### src/rtl/irq_dispatch.sv
module irq_dispatch #(
  parameter int NSRC = 5,
  parameter int AW = 16,
  parameter logic [15:0] VEC_BASE = 16'h0040,
  parameter int VEC_SHIFT = 3
) (
  input  logic            clk,
  input  logic            rst_n,
  input  logic            boundary,
  input  logic            ei,
  input  logic            di,
  input  logic            reti,
  input  logic            halt_set,
  input  logic [NSRC-1:0] src_req,
  input  logic            en_we,
  input  logic [NSRC-1:0] en_wdata,
  input  logic [AW-1:0]   pc_in,
  output logic            take,
  output logic [AW-1:0]   vector,
  output logic [AW-1:0]   push_pc,
  output logic            ime,
  output logic            halted,
  output logic [NSRC-1:0] req_q,
  output logic [NSRC-1:0] en_q
);
  localparam int IW = (NSRC > 1) ? $clog2(NSRC) : 1;

  logic            ima;
  logic [NSRC-1:0] pend, clr;
  logic [IW-1:0]   sel;
  logic            fire;

  assign pend = req_q & en_q;
  assign fire = boundary && ime && (|pend);

  always_comb begin
    sel = '0;
    for (int i = NSRC - 1; i >= 0; i--)
      if (pend[i]) sel = IW'(i);
  end

  assign clr = fire ? (NSRC'(1) << sel) : '0;

  always_ff @(posedge clk) begin
    if (!rst_n) begin
      req_q   <= '0;
      en_q    <= '0;
      ime     <= 1'b0;
      ima     <= 1'b0;
      halted  <= 1'b0;
      take    <= 1'b0;
      vector  <= '0;
      push_pc <= '0;
    end else begin
      req_q <= (req_q & ~clr) | src_req;
      if (en_we) en_q <= en_wdata;
      take <= fire;
      if (fire) begin
        vector  <= AW'(VEC_BASE) + (AW'(sel) << VEC_SHIFT);
        push_pc <= pc_in;
      end

      if (di) begin
        ime <= 1'b0;
        ima <= 1'b0;
      end else if (reti) begin
        ime <= 1'b1;
        ima <= 1'b1;
      end else begin
        if (boundary) ime <= fire ? 1'b0 : ima;
        if (ei) ima <= 1'b1;
        else if (fire) ima <= 1'b0;
      end

      if (di) halted <= 1'b0;
      else if (halt_set) halted <= 1'b1;
      else if (fire || (halted && ime && (|pend))) halted <= 1'b0;
    end
  end
endmodule

### config.mk
export PLATFORM = sky130hd
export DESIGN_NAME = irq_dispatch
export DESIGN_NICKNAME = d
export VERILOG_FILES = /design/src/rtl/irq_dispatch.sv
export SDC_FILE = /design/constraint.sdc
export NUM_CORES = 1
export LEC_CHECK = 0
export ABC_AREA = 1
export ABC_CLOCK_PERIOD_IN_PS = 1830
export BUFFER_PORTS_ARGS = -buffer_cell sky130_fd_sc_hd__buf_2
export CORE_UTILIZATION = 43
export CTS_CLUSTER_DIAMETER = 30
export DETAILED_ROUTE_END_ITERATION = 8
export PLACE_DENSITY = 0.78
export SETUP_SLACK_MARGIN = 0.02
export SYNTH_ARGS = -nofsm -noshare
export SYNTH_HDL_FRONTEND = slang
export SYNTH_SLANG_ARGS = --single-unit
### constraint.sdc
create_clock -name clk -period 1.83 [get_ports clk]
set_clock_uncertainty 0.2 [all_clocks]
set_input_delay 0.366 -clock clk [delete_from_list [all_inputs] [get_ports clk]]
set_output_delay 0.366 -clock clk [all_outputs]
set_load 0.005 [all_outputs]
==> reports/results.tsv <==
stage	metric	value	unit
run_status	status	finished clean	
sta	Period minus WS final	1.46	ns
global_routing	global routing met3 resource utilization	6.28	%
placement	area post-placement	1730	µm²
power	power density over cell area	779	nW/µm²
logic_synthesis	Yosys Warn Count	0	
min_path	Hold WC Path Type	primary input to register	
routing	Avg Vias per Cell	4.41	
global_routing	global-route wire length before repair	4.62	mm
sta	highest clock rate	687	MHz
routing	drt pass-1 iters	4	
clock_tree	TritonCTS clock tree	yes	
floorplan	Initial Utilization	46.3	%
min_path	instance count along the most critical hold path	3	
min_path	startpoint of the lowest-slack hold path	halt_set	
routing	Routed WL per cell	9.96	µm
placement	GP Congestion	0.856	
global_routing	global-route met1 utilization	21.1	%
worst_setup_path	biggest fanout along the worst timing path	23	
clock_tree	CTS hold repair buffers	0	
global_routing	all-layer global routing usage	17.0	%
routing	DRC violations left	0	
logic_synthesis	synthesized instance count	178	
clock_tree	clock network latency to the later pin of the worst-skew pair	0.33	ns
worst_setup_path	worst endpoint data arrival time	1.53	ns
global_routing	pin count of the biggest net entering global routing	24	
layout	share of final-layout standard cells stronger than drive strength 1	38.1	%
clock_tree	CTS root buf	sky130_fd_sc_hd__clkbuf_4	
global_routing	via count of the first global-routing pass	1127	
clock_tree	buffers inserted by post-CTS timing repair	0	
layout	number of antenna repair diodes	0	
floorplan	area enclosed by the die boundary	3580	µm²
routing	detailed-route via count	1284	
layout	area used by multi-input combinational logic	601	µm²
worst_setup_path	kind of start point of the critical path	register	
clock_tree	Resized cells post-CTS	0	
global_routing	antenna violations before repair	0	
clock_tree	cts bufs inserted	5	
logic_synthesis	synthesized flop and latch total	34	
placement	I/O Buffers	66	
layout	register cell area after layout	681	µm²
worst_setup_path	register-to-register path setup slack	0.37	ns
routing	1st-iter DRT viols	104	
sta	part of the cycle the worst path needs	79.5	%
worst_setup_path	startpoint of the lowest-slack register-to-register path	en_q[1]	
min_path	Min-Delay Endpoint	halted	
layout	filler-free cell count of the finished design	291	
worst_setup_path	category of the worst setup path capture point	register	
sta	setup repair after global routing missed its margin	no	
power	reported leakage power	0.912	nW
floorplan	I/O pin total	79	
logic_synthesis	count of distinct cell types in the synthesized netlist	23	
clock_tree	Clock H-tree levels	2	
worst_setup_path	R2R cell count	8	
global_routing	total overflow reported by the global router	0	
sta	count of final hold-check violations	0	
global_routing	met2 layer usage reported by global route	26.5	%
placement	count of placed standard cells including taps	283	
clock_tree	maximum number of buffers from clock root to sink	2	
layout	number of inserted filler cells in the final layout	308	
run	Max Cap Viol	0	
clock_tree	sinks on the clock net	34	
power	worst voltage drop across the vdd grid	0.458	mV
layout	Post-Layout Inst Area	1800	µm²
layout	highest-count cells in the layout ignoring fill and taps	sky130_fd_sc_hd__buf_2, sky130_fd_sc_hd__nor2_1, sky130_fd_sc_hd__dfxtp_1, sky130_fd_sc_hd__o21ai_0	
layout	most common library cell in the layout ignoring fill and taps	sky130_fd_sc_hd__buf_2	
worst_setup_path	required time of the critical path	1.90	ns
floorplan	Die Height	59.8	µm
layout	post-synthesis to final-layout area growth	25.0	%
clock_tree	clock-pin slew reported for the worst setup and hold paths after clock tree synthesis	0.11	ns
placement	Final HPWL DP	2.19	mm
sta	number of max-slew violations in the final report	0	
floorplan	area of the placeable core	3100	µm²
layout	Post-layout nets	280	
logic_synthesis	share of synthesized area occupied by flip-flops and latches	47.4	%
logic_synthesis	Syn Std Cell Area	1440	µm²
global_routing	most used routing layer	met2	
sta	final setup vio count	0	
logic_synthesis	mean area per synthesized cell	8.07	µm²
routing	antenna-violating nets left	0	
floorplan	Placement Rows	20	
floorplan	die width	59.8	µm
sta	setup TNS	0	ns
worst_setup_path	Worst Setup Path Type	register to register	
routing	final routed wirelength across all metal layers	2.90	mm
worst_setup_path	Crit Reg-Reg Endpoint	vector[3]	
critical path: stages, from the launching register on:
cell and delay (ns):
sky130_fd_sc_hd__dfxtp_1 0.39, sky130_fd_sc_hd__nand2_2 0.11, sky130_fd_sc_hd__nand2_4 0.09, sky130_fd_sc_hd__nor2_4 0.04, sky130_fd_sc_hd__nand2_4 0.09, sky130_fd_sc_hd__nand2_8 0.12, sky130_fd_sc_hd__inv_6 0.16, sky130_fd_sc_hd__nand2_1 0.08
sky130_fd_sc_hd__a21oi_2 0.11
power breakdown:
part           switching (mW)  total [mW]  internal [mW]
clock                   0.255       0.439          0.185
combinational          0.0924       0.171         0.0788
sequential             0.0200       0.789          0.769
how the worst max path moves through the flow:
stage	from	endpoint	slack, ns	cells past startpoint
global route	en_q[1]	vector[3]	0.24	8
floorplan	req_q[2]	push_pc[10]	0.46	9
CTS	en_q[1]	vector[3]	0.36	8
global placement	boundary	vector[3]	0.41	7
detailed placement	boundary	vector[3]	0.38	7
finish	en_q[1]	vector[3]	0.37	8
cells by family (layout without fill, tap and decap cells):
family	after synthesis	in the layout	share of synthesized area [%]
flops	34	34	47.4
simple gates	77	77	25.3
other cells	1	12	0.261
compound gates	36	36	13.3
buf+inv	30	88	13.7
layout make-up:
type	instances	share of cell area, %
sequential	34	37.9
multi-input combinational	125	33.4
timing repair buffer	68	19.2
tap	44	3.07
clock buffer	6	2.86
inverter	12	2.79
clock inverter	2	0.697
stage by stage:
| stage | total power [mW] | hold WS, ns | utilization, % | setup slack (ns) |
|---|---|---|---|---|
| floorplan | 0.920 | 0.252 | - | 0.461 |
| global placement | 0.975 | 0.257 | 55.8 | 0.407 |
| detailed placement | 0.977 | 0.257 | 55.8 | 0.381 |
| CTS | 1.42 | 0.0177 | 57.9 | 0.363 |
| global route | 1.48 | 0.0316 | 57.9 | 0.237 |
| finish | 1.40 | 0.0368 | 57.9 | 0.375 |
per-layer routing:
layer,part of all wire (%),wire [µm],vias up
li1,-,-,680
met1,45,1310,543
met2,45,1290,55
met3,8.8,254,6
met4,1.4,40,0
met5,0,0,-
Yosys cell counts:
| cell type | count | area (µm²) |
|---|---|---|
| sky130_fd_sc_hd__dfxtp_1 | 34 | 681 |
| sky130_fd_sc_hd__nand2_1 | 12 | 45.0 |
| sky130_fd_sc_hd__conb_1 | 1 | 3.75 |
| sky130_fd_sc_hd__nor2_2 | 2 | 12.5 |
| sky130_fd_sc_hd__nand3_2 | 1 | 10.0 |
| sky130_fd_sc_hd__nand4_1 | 3 | 18.8 |
| sky130_fd_sc_hd__a21oi_1 | 10 | 50.1 |
| sky130_fd_sc_hd__nand3_1 | 2 | 10.0 |
| sky130_fd_sc_hd__or2_2 | 1 | 6.26 |
| sky130_fd_sc_hd__inv_6 | 1 | 8.76 |
| sky130_fd_sc_hd__buf_4 | 12 | 90.1 |
| sky130_fd_sc_hd__nand2_4 | 2 | 22.5 |
| sky130_fd_sc_hd__nand2_8 | 1 | 20.0 |
| sky130_fd_sc_hd__nand2_2 | 5 | 31.3 |
| sky130_fd_sc_hd__inv_1 | 10 | 37.5 |
| sky130_fd_sc_hd__o21ai_1 | 6 | 30.0 |
| sky130_fd_sc_hd__nor2_1 | 47 | 176 |
| sky130_fd_sc_hd__clkbuf_1 | 3 | 11.3 |
| sky130_fd_sc_hd__o21ai_0 | 17 | 85.1 |
| sky130_fd_sc_hd__a21oi_2 | 3 | 26.3 |
| sky130_fd_sc_hd__inv_2 | 1 | 3.75 |
| sky130_fd_sc_hd__buf_8 | 3 | 45.0 |
| sky130_fd_sc_hd__nor2_4 | 1 | 11.3 |
sequential cells by signal, summed over array words and instances (netlist names):
name,flops
en_q,5
halted,1
vector,4
take,1
push_pc,16
ime,1
ima,1
req_q,5
Note: power is estimated with default switching activity, not from simulation.
